`config.mk`:
```
export PLATFORM = sky130hd
export DESIGN_NAME = fpm_dram_ctrl
export DESIGN_NICKNAME = d
export VERILOG_FILES = /design/src/rtl/fpm_dram_ctrl.sv
export SDC_FILE = /design/constraint.sdc
export NUM_CORES = 1
export LEC_CHECK = 0
export ABC_AREA = 1
export BUFFER_PORTS_ARGS = -buffer_cell sky130_fd_sc_hd__buf_2
export CAP_MARGIN = 0
export CORE_MARGIN = 2
export CORE_UTILIZATION = 60
export DETAILED_ROUTE_END_ITERATION = 10
export PLACE_DENSITY = 0.85
export SYNTH_ARGS = -nofsm -noshare
export SYNTH_HDL_FRONTEND = slang
export SYNTH_SLANG_ARGS = --single-unit
```
`constraint.sdc`:
```
create_clock -name clk -period 3.7 [get_ports clk]
set_input_delay 0.185 -clock clk [delete_from_list [all_inputs] [get_ports clk]]
set_output_delay 0.185 -clock clk [all_outputs]
set_load 0.1 [all_outputs]
```
`src/rtl/fpm_dram_ctrl.sv`:
```
module fpm_dram_ctrl #(
  parameter int ROW_W   = 12,
  parameter int COL_W   = 9,
  parameter int DATA_W  = 8,
  parameter int T_RAH   = 1,
  parameter int T_CAS   = 2,
  parameter int T_CAC   = 2,
  parameter int T_OEA   = 2,
  parameter int T_RAC   = 6,
  parameter int T_RAS   = 6,
  parameter int T_RP    = 4,
  parameter int T_CPN   = 2,
  parameter int T_RASP  = 10000,
  parameter int T_GUARD = 16
) (
  input  logic                    clk,
  input  logic                    rst_n,
  input  logic                    req_valid,
  output logic                    req_ready,
  input  logic                    req_write,
  input  logic [ROW_W+COL_W-1:0]  req_addr,
  input  logic [DATA_W-1:0]       req_wdata,
  output logic                    rdata_valid,
  output logic [DATA_W-1:0]       rdata,
  input  logic                    refresh_req,
  output logic                    refresh_grant,
  output logic                    dram_ras_n,
  output logic                    dram_cas_n,
  output logic                    dram_we_n,
  output logic                    dram_oe_n,
  output logic [ROW_W-1:0]        dram_addr,
  output logic [DATA_W-1:0]       dram_dq_out,
  output logic                    dram_dq_oe,
  input  logic [DATA_W-1:0]       dram_dq_in
);

  localparam int ADDR_W = ROW_W + COL_W;
  localparam int CNT_W  = $clog2(T_RASP + 1);
  localparam logic [CNT_W-1:0] C_RAH   = CNT_W'(T_RAH);
  localparam logic [CNT_W-1:0] C_CAS   = CNT_W'(T_CAS);
  localparam logic [CNT_W-1:0] C_CAC   = CNT_W'(T_CAC);
  localparam logic [CNT_W-1:0] C_OEA   = CNT_W'(T_OEA);
  localparam logic [CNT_W-1:0] C_RAC   = CNT_W'(T_RAC);
  localparam logic [CNT_W-1:0] C_RAS   = CNT_W'(T_RAS);
  localparam logic [CNT_W-1:0] C_RP    = CNT_W'(T_RP);
  localparam logic [CNT_W-1:0] C_CPN   = CNT_W'(T_CPN);
  localparam logic [CNT_W-1:0] C_RASP  = CNT_W'(T_RASP);
  localparam logic [CNT_W-1:0] C_LIMIT = CNT_W'(T_RASP - T_GUARD);

  typedef enum logic [2:0] {
    S_IDLE, S_ROW, S_COL, S_CASL, S_CPRE, S_OPEN, S_PRE, S_GRANT
  } state_t;

  state_t             st;
  logic [CNT_W-1:0]   cnt, ras_age;
  logic [ROW_W-1:0]   open_row;
  logic [COL_W-1:0]   col_q;
  logic               wr_q;
  logic [DATA_W-1:0]  wdata_q;

  logic [CNT_W-1:0]   lowcyc, ras_el;
  logic               hit, expire, close_now, cas_done;

  assign lowcyc    = cnt + 1'b1;
  assign ras_el    = ras_age + 1'b1;
  assign hit       = req_addr[ADDR_W-1:COL_W] == open_row;
  assign expire    = ras_age >= C_LIMIT;
  assign close_now = refresh_req || expire || (req_valid && !hit);
  assign cas_done  = (lowcyc >= C_CAS) &&
                     (wr_q || (lowcyc >= C_CAC && lowcyc >= C_OEA && ras_el >= C_RAC));

  assign req_ready     = (st == S_IDLE && !refresh_req) ||
                         (st == S_OPEN && !refresh_req && !expire && hit);
  assign refresh_grant = (st == S_GRANT);

  always_ff @(posedge clk) begin
    if (!rst_n) begin
      st          <= S_IDLE;
      cnt         <= '0;
      ras_age     <= '0;
      open_row    <= '0;
      col_q       <= '0;
      wr_q        <= 1'b0;
      wdata_q     <= '0;
      dram_ras_n  <= 1'b1;
      dram_cas_n  <= 1'b1;
      dram_we_n   <= 1'b1;
      dram_oe_n   <= 1'b1;
      dram_addr   <= '0;
      dram_dq_out <= '0;
      dram_dq_oe  <= 1'b0;
      rdata       <= '0;
      rdata_valid <= 1'b0;
    end else begin
      rdata_valid <= 1'b0;
      cnt         <= lowcyc;
      if (!dram_ras_n && ras_age != C_RASP) ras_age <= ras_el;
      case (st)
        S_IDLE: begin
          if (refresh_req) begin
            st <= S_GRANT;
          end else if (req_valid) begin
            open_row   <= req_addr[ADDR_W-1:COL_W];
            col_q      <= req_addr[COL_W-1:0];
            wr_q       <= req_write;
            wdata_q    <= req_wdata;
            dram_addr  <= req_addr[ADDR_W-1:COL_W];
            dram_ras_n <= 1'b0;
            ras_age    <= '0;
            cnt        <= '0;
            st         <= S_ROW;
          end
        end
        S_ROW: begin
          if (lowcyc >= C_RAH) begin
            dram_addr   <= ROW_W'(col_q);
            dram_we_n   <= !wr_q;
            dram_dq_oe  <= wr_q;
            dram_dq_out <= wdata_q;
            st          <= S_COL;
          end
        end
        S_COL: begin
          dram_cas_n <= 1'b0;
          dram_oe_n  <= wr_q;
          cnt        <= '0;
          st         <= S_CASL;
        end
        S_CASL: begin
          if (cas_done) begin
            dram_cas_n <= 1'b1;
            dram_oe_n  <= 1'b1;
            dram_we_n  <= 1'b1;
            dram_dq_oe <= 1'b0;
            if (!wr_q) begin
              rdata       <= dram_dq_in;
              rdata_valid <= 1'b1;
            end
            cnt <= '0;
            st  <= S_CPRE;
          end
        end
        S_CPRE: begin
          if (lowcyc >= C_CPN) st <= S_OPEN;
        end
        S_OPEN: begin
          if (close_now && ras_el >= C_RAS) begin
            dram_ras_n <= 1'b1;
            cnt        <= '0;
            st         <= S_PRE;
          end else if (req_valid && req_ready) begin
            col_q       <= req_addr[COL_W-1:0];
            wr_q        <= req_write;
            wdata_q     <= req_wdata;
            dram_addr   <= ROW_W'(req_addr[COL_W-1:0]);
            dram_we_n   <= !req_write;
            dram_dq_oe  <= req_write;
            dram_dq_out <= req_wdata;
            st          <= S_COL;
          end
        end
        S_PRE: begin
          if (lowcyc >= C_RP) st <= S_IDLE;
        end
        S_GRANT: begin
          if (!refresh_req) begin
            cnt <= '0;
            st  <= S_PRE;
          end
        end
        default: st <= S_IDLE;
      endcase
    end
  end

  logic [CNT_W-1:0] chk_hi;
  always_ff @(posedge clk) begin
    if (!rst_n)               chk_hi <= C_RP;
    else if (!dram_ras_n)     chk_hi <= '0;
    else if (chk_hi != C_RASP) chk_hi <= chk_hi + 1'b1;
  end


  ras_pre_chk: assert property (@(posedge clk) disable iff (!rst_n)
    $fell(dram_ras_n) |-> chk_hi >= C_RP);

  ras_width_chk: assert property (@(posedge clk) disable iff (!rst_n)
    $rose(dram_ras_n) |-> ras_age >= C_RAS);

  ras_limit_chk: assert property (@(posedge clk) disable iff (!rst_n)
    !dram_ras_n |-> ras_age < C_RASP);

  cas_in_row_chk: assert property (@(posedge clk) disable iff (!rst_n)
    !dram_cas_n |-> !dram_ras_n);

  col_stable_chk: assert property (@(posedge clk) disable iff (!rst_n)
    $fell(dram_cas_n) |-> $stable(dram_addr));

  early_write_chk: assert property (@(posedge clk) disable iff (!rst_n)
    dram_dq_oe |-> !dram_we_n && dram_oe_n);

  oe_we_excl_chk: assert property (@(posedge clk) disable iff (!rst_n)
    !(!dram_oe_n && !dram_we_n));

  rdata_pulse_chk: assert property (@(posedge clk) disable iff (!rst_n)
    rdata_valid |=> !rdata_valid);

  grant_idle_chk: assert property (@(posedge clk) disable iff (!rst_n)
    refresh_grant |-> dram_ras_n && dram_cas_n && !req_ready);

endmodule

```
# Word level (Yosys, flattened, before mapping)

Index checks and enable logic that the tools add are counted.

Register bits after elaboration: 95

Muxes and demuxes: 58
Reduce and logical (&&, ||, !) cells: 36
Magnitude comparators: 5
Bitwise gates (word level): 2
Eq/ne operators: 21
$add $sub $neg: 2

Operators by type and width:

| kind                                                                                 | count |
|---|---|
| 14-bit 2-to-1 mux                                                                    | 9 |
| 14-bit case mux with 5 select lines                                                  | 1 |
| 12-bit 2-to-1 mux                                                                    | 5 |
| 8-bit 2-to-1 mux                                                                     | 5 |
| 9-bit 2-to-1 mux                                                                     | 4 |
| 12-bit case mux with 3 select lines                                                  | 1 |
| 8-bit case mux with 2 select lines                                                   | 2 |
| 14-bit by 1-bit adder with 14-bit output, second input constant                      | 2 |
| 14-bit by 3-bit greater-or-equal comparator with 1-bit output, second input constant | 2 |
| 3-bit 2-to-1 mux                                                                     | 9 |
| 3-bit case mux with 8 select lines                                                   | 1 |
| 9-bit case mux with 2 select lines                                                   | 1 |
| 2-bit != test, second input constant                                                 | 8 |
| 14-bit by 1-bit greater-or-equal comparator with 1-bit output, second input constant | 1 |
| 14-bit greater-or-equal comparator, second input constant                            | 1 |
| 14-bit by 2-bit greater-or-equal comparator with 1-bit output, second input constant | 1 |
| 1-bit 2-to-1 mux                                                                     | 14 |
| 14-bit != test, second input constant                                                | 1 |
| 12-bit == test                                                                       | 1 |
| 3-bit == test, second input constant                                                 | 4 |
| 1-bit logical AND                                                                    | 10 |
| 5-bit AND reduction                                                                  | 2 |
| 3-bit AND reduction                                                                  | 3 |
| 1-bit case mux with 2 select lines                                                   | 4 |
| other kinds (16)                                                                     | 32 |

# Depth between registers and ports, before layout

Gate-level depths: netlist of the first run.

Depth after elaboration: 9
Depth in mapped cells: 17

# Worst setup path after synthesis of the first run

OpenSTA, ideal clock, no wires.

Path kind: flip-flop to flip-flop
Start: reg st[2]
End: reg st[1]
Setup slack: 1.081 ns
Setup time: 0.113 ns
Arrival: 2.506 ns
Stages on the path, launching flop included: 13
Cells stage by stage: dfxtp_1 > buf_2 > inv_1 > nor2_1 > nand2_1 > o21ai_0 > inv_1 > nand2_1 > nor2_1 > nand2_1 > nor2_1 > nor2_1 > nor2_1

Elaborated cells between the ends (all ways): 23

RTL lines:

| what                                 | RTL line | text |
|---|---|---|
| start, declared                      | 54       | `state_t st;` |
| start signal, assigned               | 78       | `st <= S_IDLE;` |
| start signal, assigned               | 101      | `st <= S_GRANT;` |
| start signal, assigned               | 111      | `st <= S_ROW;` |
| 3-bit == test *                      | n/a      |  |
| net refresh_grant                    | 26       | `output logic refresh_grant,` |
| 2-bit != test (no source line)       | n/a      |  |
| 7-bit AND reduction (no source line) | n/a      |  |

The timed path passes the listed nets; every way through them passes the cells marked *.
A chain may end at the register's enable or synchronous reset.

# Worst setup path in the final report of the first run

Start: reg st[2]
End: reg dram_addr[3]

Longest elaborated chain between the ends: 8
Elaborated cells between the ends (all ways): 17

RTL lines:

| what                                                      | RTL line | text |
|---|---|---|
| 3-bit == test                                             | 73, 98   |  |
| 1-bit logical AND (3 in a row)                            | 73       | `(st == S_OPEN && !refresh_req && !expire && hit);` |
| 1-bit logical OR                                          | 72       | `assign req_ready = (st == S_IDLE && !refresh_req) \|\|` |
| 1-bit logical AND                                         | 151      | `end else if (req_valid && req_ready) begin` |
| 2-bit by 1-bit != test with 1-bit output (no source line) | n/a      |  |
| 6-bit AND reduction (no source line)                      | n/a      |  |
| end signal, assigned                                      | 107      | `dram_addr <= req_addr[ADDR_W-1:COL_W];` |
| end signal, assigned                                      | 116      | `dram_addr <= ROW_W'(col_q);` |
| end signal, assigned                                      | 155      | `dram_addr <= ROW_W'(req_addr[COL_W-1:0]);` |
| end, declared                                             | 31       | `output logic [ROW_W-1:0] dram_addr,` |

Several ways; a longest one is shown, not always the timed one.

==> results of run 1 <==
==> layer usage <==
metal,GRT usage,vias up,routed length [microns]
met5,0,-,0
met4,0.120,0,246
met3,0.0439,25,734
met2,0.484,146,5950
met1,0.344,2260,5060
li1,-,2476,-
==> registers in the layout, indices dropped and copies added, names as in the netlist <==
register	count
cnt	14
ras_age	14
dram_addr	12
open_row	12
col_q	9
dram_dq_out	8
rdata	8
wdata_q	8
st	3
dram_cas_n	1
dram_dq_oe	1
dram_oe_n	1
dram_ras_n	1
dram_we_n	1
rdata_valid	1
wr_q	1
==> layout by cell type, fill, tap and decap left out, drive strengths merged <==
cell type / n
nand2: 174
nor2: 112
dfxtp: 95
inv: 85
buf: 79
o21ai: 70
a21oi: 62
nand3: 43
nand4: 17
xor2: 9
clkbuf: 9
o211ai: 8
ha: 6
clkinv: 5
nor3: 4
o21bai: 3
or2: 3
xnor2: 2
a211oi: 2
bufinv: 2
nand3b: 2
nor4: 1
and2: 1
o2111ai: 1
a21o: 1
nor3b: 1
clkinvlp: 1
==> kinds of logic after synthesis <==
group / count (synthesis) / share of synthesized area
AOI/OAI and AO/OA: 147 / 0.160
buffers and inverters: 110 / 0.0897
xor gates and xnor gates: 11 / 0.0197
and+or+nand+nor: 358 / 0.326
adders and majority gates: 6 / 0.0153
DFF: 95 / 0.388
==> final cells by class <==
cell class,count,share of cell area
Clock buffer,9,0.0224
Clock inverter,6,0.0170
Inverter,87,0.0595
Multi-Input combinational cell,522,0.462
Sequential cell,95,0.344
Tap cell,102,0.0231
Timing Repair Buffer,79,0.0724
==> report_power, final <==
group | internal, mW | total [mW] | switching, mW
Combinational | 0.412 | 1.86 | 1.45
Clock | 0.382 | 0.763 | 0.381
Sequential | 1.22 | 1.37 | 0.152
==> tightest hold or removal path: stages <==
cell and delay (ps):
buf_2 90, inv_1 50, a21oi_1 50
==> through the flow <==
| step | util | cells | hold slack (ps) | area (sq um) |
|---|---|---|---|---|
| 2_1_floorplan | - | 727 | 320 | 4900 |
| 3_3_place_gp | 0.681 | 885 | 429 | 5310 |
| 3_5_place_dp | 0.681 | 885 | 435 | 5310 |
| 4_1_cts | 0.708 | 900 | 50.1 | 5530 |
| 5_1_grt | 0.708 | 900 | 70.7 | 5530 |
| 6_report | 0.708 | 900 | 49.2 | 5530 |
==> path summary, 6_finish.rpt <==
kind | from | end | slack, ps | cells after the start
setup / recovery | st[2] | dram_addr[3] | 590 | 11
hold / removal | req_wdata[3] | wdata_q[3] | 50 | 3
setup reg to reg | st[2] | dram_addr[3] | 590 | 11
hold reg to reg | rdata[7] | rdata[7] | 450 | 2
==> metrics.cfg, run 1 <==
[grt]
grt_first_pass_wirelength_microns = 20000
antenna_found_initial = 0
grt_usage = 0.279
grt_pass1_vias = 4698
overflow = 0
grt_start_max_net_pins = 52

[final_layout]
seqCellArea_sq_um = 1900
num-fill-cells = 683
syn2layout_area_growth_pct = 13.0
antennaDiodeCount = 0
multi_input_area_sq_um = 2550
layout-drive-gt1-share = 0.174
nets = 842

[synthesis]
ys.flop_type = dfxtp_1
syn_nets = 775
synth_area_sq_um = 4900
synth.top_cell.area_share = 0.388
synth_cells = 727
yosys_warnings = 0
synth_edf_count = 0
synth.most_common_cell = nand2_1
synth_area_per_cell_sq_um = 6.73
synth-seq-area-share = 0.388
synth-async-reset-ratio = 0
ys_top_cells_by_area = dfxtp_1 (39%), nand2_1 (13%), nor2_1 (6.8%)
ys_top_cells_by_count = nand2_1 (165), dfxtp_1 (95), nor2_1 (89), inv_1 (83), a21oi_1 (61)
yosys.area.top_type = dfxtp_1
synth-seq-cells = 95
ys_types = 38

[sta]
relSlewSlack = 0.269
hold_viol_final = 0
slew_viol_final = 0
rsz0062_at_grt = false
tightest_slew_ps = 1090
worst_slack_ps = 590
fin_crit_sh = 0.841
timing.final.crit_period_ps = 3110
fin_tns_setup_ps = 0
fin_worst_skew_ps = 11.3
setup_viol = 0
fmax_mhz = 322

[critical_path]
endpoint_kind = register
worstPathCellList = nand2_1 > nor2_2 > nand2_1 > nor2_1 > nand3_1 > nand2_1 > nand2_1 > nand2_1 > nand3_2 > o21ai_1 > a21oi_1
critPathTopFamily = simple AND/OR/NAND/NOR gates
cp_max_fo = 21
path_common_cell = nand2_1
crit_type = register to register
crit_required_ps = 3960
crit_path_top_delay_cell = nor2_2
slowest_delay_ps = 490
critPathBufInv = 0
worst_ep_arrival_time_ps = 3370
crit_path_start_kind = register

[min_path]
hold_path_class = input port to register

[place]
place_congestion = 0.930
dp_hpwl_microns = 8800
dp_worst_setup_slack_ps = 658
portBuffers = 77

[clock_tree]
insertion_delay_ps = 380
cts-buffers-inserted = 9
clk_pin_slew_ps = 100
cts_setup_buffers = 0
clock_path_buffers = 2
cts-resized-gates = 0
cts.sinks = 95
cts_tree = yes
hold_buffers = 0
h-tree-depth = 3
clockRootBuffer = clkbuf_8

[floorplanning]
die_x_microns = 94.3
coreArea_sq_um = 7810
die-area_sq_um = 8900
initial_utilization = 0.627
rows = 32
io-pin-count = 78
die_y_microns = 94.3

[drt]
via_per_inst = 5.45
wire_per_inst_microns = 13.3
drt-total-wl_microns = 12000
ant_nets = 0
vias = 4907
first_pass_iters = 6
drc = 0
drt-initial-drc-count = 294

[run_status]
status = finished, final reports clean

[power]
p_per_area_nw_per_um2 = 722
p_leak_nw = 2.44
ir_worst_vdd_uv = 732
finalPower_mw = 4.00

[job]
cap_viol_max_count = 0

Power figures use the tool's default switching activity.
==> run 2, diff against run 1 <==
--- a/config.mk
+++ b/config.mk
@@ -9,9 +9,9 @@
 export BUFFER_PORTS_ARGS = -buffer_cell sky130_fd_sc_hd__buf_2
 export CAP_MARGIN = 0
 export CORE_MARGIN = 2
-export CORE_UTILIZATION = 60
+export CORE_UTILIZATION = 51
 export DETAILED_ROUTE_END_ITERATION = 10
-export PLACE_DENSITY = 0.85
+export PLACE_DENSITY = 0.77
 export SYNTH_ARGS = -nofsm -noshare
 export SYNTH_HDL_FRONTEND = slang
 export SYNTH_SLANG_ARGS = --single-unit
==> constraint.sdc (replaced) <==
create_clock -name clk -period 2.58 [get_ports clk]
set_input_delay 0.129 -clock clk [delete_from_list [all_inputs] [get_ports clk]]
set_output_delay 0.129 -clock clk [all_outputs]
set_load 0.1 [all_outputs]
==> run 2 against run 1 <==
  * Setup slack lost 380 ps
  * Final area grew 3.2%
  * Global-route usage shrank 5.2 points
  * Hold slack lost 41 ps
  * Non-clock buffer count grew 18
  * Maximum frequency grew 31%
  * Clock power grew 25%
  * Combinational power grew 50%
  * Die area grew 17%
  * Via count shrank 0.59%
  * Critical path type unchanged
  * Largest cell class unchanged
==> metrics.cfg, run 2 (same netlist as run 1, synthesis figures left out) <==
[place]
dp_hpwl_microns = 8820  ; +0.26%
dp_worst_setup_slack_ps = 55.2  ; -603 ps
portBuffers = 77  ; unchanged
place_congestion = 0.928  ; -0.13%
place_area_sq_um = 5420  ; +2.0%

[clock_tree]
clockRootBuffer = clkbuf_8
cts-buffers-inserted = 9  ; unchanged
cts.sinks = 95  ; unchanged
cts_tree = yes
clock_path_buffers = 2  ; unchanged
clk_pin_slew_ps = 100  ; about the same
h-tree-depth = 3  ; unchanged
insertion_delay_ps = 380  ; about the same

[critical_path]
crit_path_start_kind = register
crit_required_ps = 2900  ; -1060 ps
endpoint_kind = register
worst_ep_arrival_time_ps = 2690  ; -680 ps
slowest_delay_ps = 400  ; -90 ps
worstPathCellList = inv_1 > ha_1 > or2_2 > nand2_1 > nand3_1 > nor2_1 > nand3_1 > nor2_2 > nand2_2 > nand2_2 > nand2_4 > inv_4 > o21ai_4 > buf_4 > nor2_2
cp_max_fo = 7  ; -67%
crit_type = register to register
crit_path_top_delay_cell = dfxtp_2

[sta]
hold_viol_final = 0  ; unchanged
fmax_mhz = 421  ; +31%
fin_tns_setup_ps = 0  ; unchanged
rsz0062_at_grt = false
slew_viol_final = 0  ; unchanged
tightest_slew_ps = 741  ; -352 ps
relSlewSlack = 0.504  ; +0.235
fin_worst_skew_ps = 19.5  ; +8.15 ps
timing.final.crit_period_ps = 2370  ; -737 ps
setup_viol = 0  ; unchanged
worst_slack_ps = 207  ; -383 ps
fin_crit_sh = 0.920  ; +0.0793

[floorplanning]
coreArea_sq_um = 9280  ; +19%
die-area_sq_um = 10400  ; +17%
initial_utilization = 0.527  ; -0.0997
die_x_microns = 102  ; +8.1%
io-pin-count = 78  ; unchanged
rows = 35  ; +9.4%
die_y_microns = 102  ; +8.1%

[drt]
first_pass_iters = 5  ; -1
drc = 0  ; unchanged
drt-initial-drc-count = 231  ; -21%
wire_per_inst_microns = 12.6  ; -5.8%
ant_nets = 0  ; unchanged
via_per_inst = 5.16  ; -5.4%
drt-total-wl_microns = 11900  ; -1.0%
vias = 4878  ; -0.59%

[final_layout]
syn2layout_area_growth_pct = 16.6
layout-drive-gt1-share = 0.187  ; +0.0131
reg.largest.list = cnt: 14 flops, ras_age: 14 flops
antennaDiodeCount = 0  ; unchanged
mostFrequentLayoutCell = nand2_1
final_area_sq_um = 5710  ; +3.2%
final_cell_mix = nand2_1 (165), dfxtp_1 (94), nor2_1 (88)
nets = 860  ; +2.1%

[grt]
grt_pass1_vias = 4356  ; -7.3%
antenna_found_initial = 0  ; unchanged
overflow = 0  ; unchanged
grt_usage = 0.227  ; -0.0524
grt_start_max_net_pins = 52  ; unchanged
grt_first_pass_wirelength_microns = 19000  ; -5.0%

[min_path]
hold_path_class = input port to register

[power]
p_leak_nw = 2.52  ; +3.1%
switching_share = 0.508  ; +0.0120
switching_power_mw = 2.89  ; +46%
p_per_area_nw_per_um2 = 996  ; +38%
ir_worst_vdd_uv = 813  ; +11%
power_frac_seq = 0.343  ; about the same
power_frac_comb = 0.490  ; +0.024
finalPower_mw = 5.69  ; +42%
p_int_mw = 2.80  ; +39%
p_clk_frac = 0.167  ; -0.024

[run_status]
status = finished, final reports clean

[job]
cap_viol_max_count = 0  ; unchanged

-- run 2: critical path: cells and delay by family (launching register included) --
family	cells	cell delay, ps
AND/OR/NAND/NOR	10	1130
buffers and inverters	3	420
flip-flops	1	400
adder cells (fa/ha/maj)	1	330
AO/OA/AOI/OAI	1	60
-- run 2: layer usage --
layer,wire length [microns],up-vias,GRT usage
met5,0,-,0
met4,248,0,0.0954
met3,573,20,0.0397
met2,5830,128,0.397
met1,5220,2215,0.274
li1,-,2515,-
-- run 2: through the flow --
step,hold WS (ps),std cells,utilization
after floorplan,264,727,-
after global placement,379,921,0.584
after detailed placement,388,921,0.584
after CTS,1.56,944,0.611
after global routing,10.3,946,0.615
final,8.07,946,0.615
-- run 2: area by class of cell --
| cell class | count | area, sq um |
|---|---|---|
| fill | 854 | 3570 |
| sequential | 95 | 1900 |
| clock inverter | 7 | 61.3 |
| clock buffer | 9 | 124 |
| timing repair buffer | 97 | 566 |
| multi-input combinational | 522 | 2560 |
| inverter | 87 | 329 |
| tap | 129 | 161 |
-- run 2: timing repair --
item,CTS,global route
setup endpoints to repair,0,19
hold buffers,7,0
buffers inserted,0,2
endpoints found under the hold margin,7,0
gates resized for setup,0,2
-- run 2: final timing paths --
path	slack, ps	startpoint	end	depth (start not counted)
setup reg to reg	210	ras_age[0]	cnt[10]	15
hold / removal	8	dram_dq_in[1]	rdata[1]	3
hold reg to reg	450	dram_addr[4]	dram_addr[4]	2
setup / recovery	210	ras_age[0]	cnt[10]	15
-- run 2: power by group through the flow --
stage / clock, mW / combinational (mW) / sequential [mW]
after floorplan: 0 / 1.36 / 2.84
after global placement: 0 / 2.66 / 1.97
after detailed placement: 0 / 2.70 / 1.98
after CTS: 0.970 / 2.71 / 1.95
after global routing: 1.03 / 3.03 / 1.99
final: 0.952 / 2.79 / 1.95
==> run 3, diff against run 2 <==
--- a/config.mk
+++ b/config.mk
@@ -9,9 +9,10 @@
 export BUFFER_PORTS_ARGS = -buffer_cell sky130_fd_sc_hd__buf_2
 export CAP_MARGIN = 0
 export CORE_MARGIN = 2
-export CORE_UTILIZATION = 51
+export CORE_UTILIZATION = 40
 export DETAILED_ROUTE_END_ITERATION = 10
-export PLACE_DENSITY = 0.77
+export GPL_TIMING_DRIVEN = 0
+export PLACE_DENSITY = 0.63
 export SYNTH_ARGS = -nofsm -noshare
 export SYNTH_HDL_FRONTEND = slang
 export SYNTH_SLANG_ARGS = --single-unit
==> run 3 against run 2 <==
  * Utilization down 13 points
  * Clock-buffer cell count grew 3
  * Via count rose by 0.23%
  * Register-to-register slack got worse by 30 ps
  * Critical path type unchanged
  * Largest power group unchanged
==> metrics.cfg, run 3 (same netlist as run 1, synthesis figures left out) <==
[final_layout]
mostFrequentLayoutCell = nand2_1
num-fill-cells = 1229  ; +44%
nets = 865  ; +0.58%
instances_no_fill = 969  ; +2.4%
multi_input_area_sq_um = 2580  ; +0.63%
seqCellArea_sq_um = 1910  ; +0.20%
final_cell_mix = nand2_1 (165), dfxtp_1 (93), nor2_1 (88)
reg.largest.list = cnt: 14 flops, ras_age: 14 flops
syn2layout_area_growth_pct = 18.8
antennaDiodeCount = 0  ; unchanged
layout-drive-gt1-share = 0.182  ; -0.00479

[critical_path]
reg2reg_slack_ps = 170  ; -30 ps
crit_path_top_delay_cell = dfxtp_4
crit_path_start_kind = register
slowest_delay_ps = 390  ; about the same
cp_max_fo = 10  ; +3
r2r_start = ras_age[0]
crit_required_ps = 2870  ; -30 ps
endpoint_kind = register
worstPathCellList = inv_2 > ha_1 > or2_2 > nand2_1 > nand3_1 > nor2_1 > nand3_1 > inv_1 > nand2_1 > nand2_1 > nand2_1 > nand3_1 > o21ai_4 > buf_6 > nor2_2
worstRegToRegCells = 15  ; unchanged
reg2reg_to = cnt[12]
critPathTopFamily = simple AND/OR/NAND/NOR gates
worst_ep_arrival_time_ps = 2690  ; about the same
critPathBufInv = 3  ; unchanged
path_common_cell = nand2_1
crit_type = register to register

[place]
dp_hpwl_microns = 9830  ; +11%
placed_cells = 951  ; +3.3%
portBuffers = 77  ; unchanged
place_congestion = 0.865  ; -6.8%

[drt]
vias = 4889  ; +0.23%
drc = 0  ; unchanged
wl_met3_microns = 569  ; -0.70%
drt-met1-wl_microns = 6130  ; +17%
dr_wl_met2_microns = 6190  ; +6.2%
top_layer = met4
via_per_inst = 5.05  ; -2.2%
drt-initial-drc-count = 252  ; +9.1%
first_pass_iters = 5  ; unchanged
ant_nets = 0  ; unchanged
wire_per_inst_microns = 13.4  ; +7.0%
drt-total-wl_microns = 13000  ; +9.6%

[sta]
tightest_slew_ps = 548  ; -193 ps
slew_viol_final = 0  ; unchanged
fin_crit_sh = 0.932  ; +0.0122
fmax_mhz = 416  ; -1.3%
rsz0062_at_grt = false
relSlewSlack = 0.634  ; +0.130
setup_viol = 0  ; unchanged
timing.final.crit_period_ps = 2410  ; +31.6 ps
timing.hold.ws_ps = 35.4  ; +27.3 ps
hold_viol_final = 0  ; unchanged
fin_worst_skew_ps = 6.83  ; -12.6 ps

[floorplanning]
coreArea_sq_um = 12000  ; +29%
io-pin-count = 78  ; unchanged
die_x_microns = 115  ; +12%
die_y_microns = 115  ; +12%
die-area_sq_um = 13100  ; +26%
initial_utilization = 0.409  ; -0.118
rows = 40  ; +14%

[min_path]
min_to = rdata[1]
holdCritStartpoint = dram_dq_in[1]
hold_depth = 3  ; unchanged
hold_path_class = input port to register

[clock_tree]
cts.sinks = 95  ; unchanged
cts_tree = yes
clockRootBuffer = clkbuf_16
cts-buffers-inserted = 9  ; unchanged
clock_path_buffers = 2  ; unchanged
clk_pin_slew_ps = 70  ; -30 ps
hold_buffers = 0  ; -7
h-tree-depth = 3  ; unchanged
insertion_delay_ps = 350  ; -30 ps

[power]
finalPower_mw = 6.20  ; +9.0%
ir_worst_vdd_uv = 595  ; -27%
p_leak_nw = 2.55  ; +1.3%
p_per_area_nw_per_um2 = 1070  ; +7.0%

[grt]
antenna_found_initial = 0  ; unchanged
overflow = 0  ; unchanged
grt_first_pass_wirelength_microns = 21300  ; +12%
grt_start_max_net_pins = 15  ; -71%
grt_pass1_vias = 4501  ; +3.3%
grt_usage = 0.203  ; -0.0233

[job]
cap_viol_max_count = 0  ; unchanged

[run_status]
status = finished, final reports clean

## run 3: timing repair
action                     4_1_cts  5_1_grt
pin swaps                        0        0
hold endpoints to repair         0        0
buffers inserted                 0        2
setup endpoints to repair       11       31
resized for setup                1        7
## run 3: worst max-delay path by stage
stage,depth (start not counted),start,to
after floorplan,13,st[2],dram_addr[2]
after global placement,15,ras_age[0],cnt[12]
after detailed placement,15,ras_age[0],cnt[10]
after CTS,15,ras_age[0],cnt[10]
after global routing,13,st[2],col_q[0]
final,15,ras_age[0],cnt[12]
## run 3: cell type report
cell class	instances	share of cell area
inverters	87	0.0566
plain buffers	23	0.0189
repair buffers	79	0.0688
clock buffers	12	0.0406
flip-flops and latches	95	0.328
clock inverters	4	0.0120
well taps	147	0.0316
multi-input cells	522	0.444
## run 3: through the flow
step | instance area [sq um] | TNS [ps] | setup WS, ps | utilization
after global placement | 5470 | -199 | -22.9 | 0.457
after floorplan | 4900 | 0 | 69.7 | -
after CTS | 5780 | 0 | 56.4 | 0.483
final | 5820 | 0 | 175 | 0.486
after detailed placement | 5470 | -407 | -45.9 | 0.457
after global routing | 5820 | 0 | 28.1 | 0.486
## run 3: power by group
| group | switching (mW) | total, mW | internal (mW) |
|---|---|---|---|
| clock | 0.561 | 1.41 | 0.847 |
| sequential | 0.195 | 1.95 | 1.76 |
| combinational | 2.17 | 2.84 | 0.673 |
| total | 2.93 | 6.20 | 3.28 |
## run 3: routing by layer
metal  vias up  track usage
met5         -            0
met4         0       0.0528
met3        10       0.0551
met2        91        0.329
met1      2264        0.269
li1       2524            -
## run 3: worst register-to-register path, stage by stage, from the launching register on
cell and delay, ps:
dfxtp_4 390, inv_2 80, ha_1 300, or2_2 280, nand2_1 70, nand3_1 80, nor2_1 150, nand3_1 160
inv_1 90, nand2_1 90, nand2_1 100, nand2_1 60, nand3_1 120, o21ai_4 100, buf_6 180, nor2_2 80
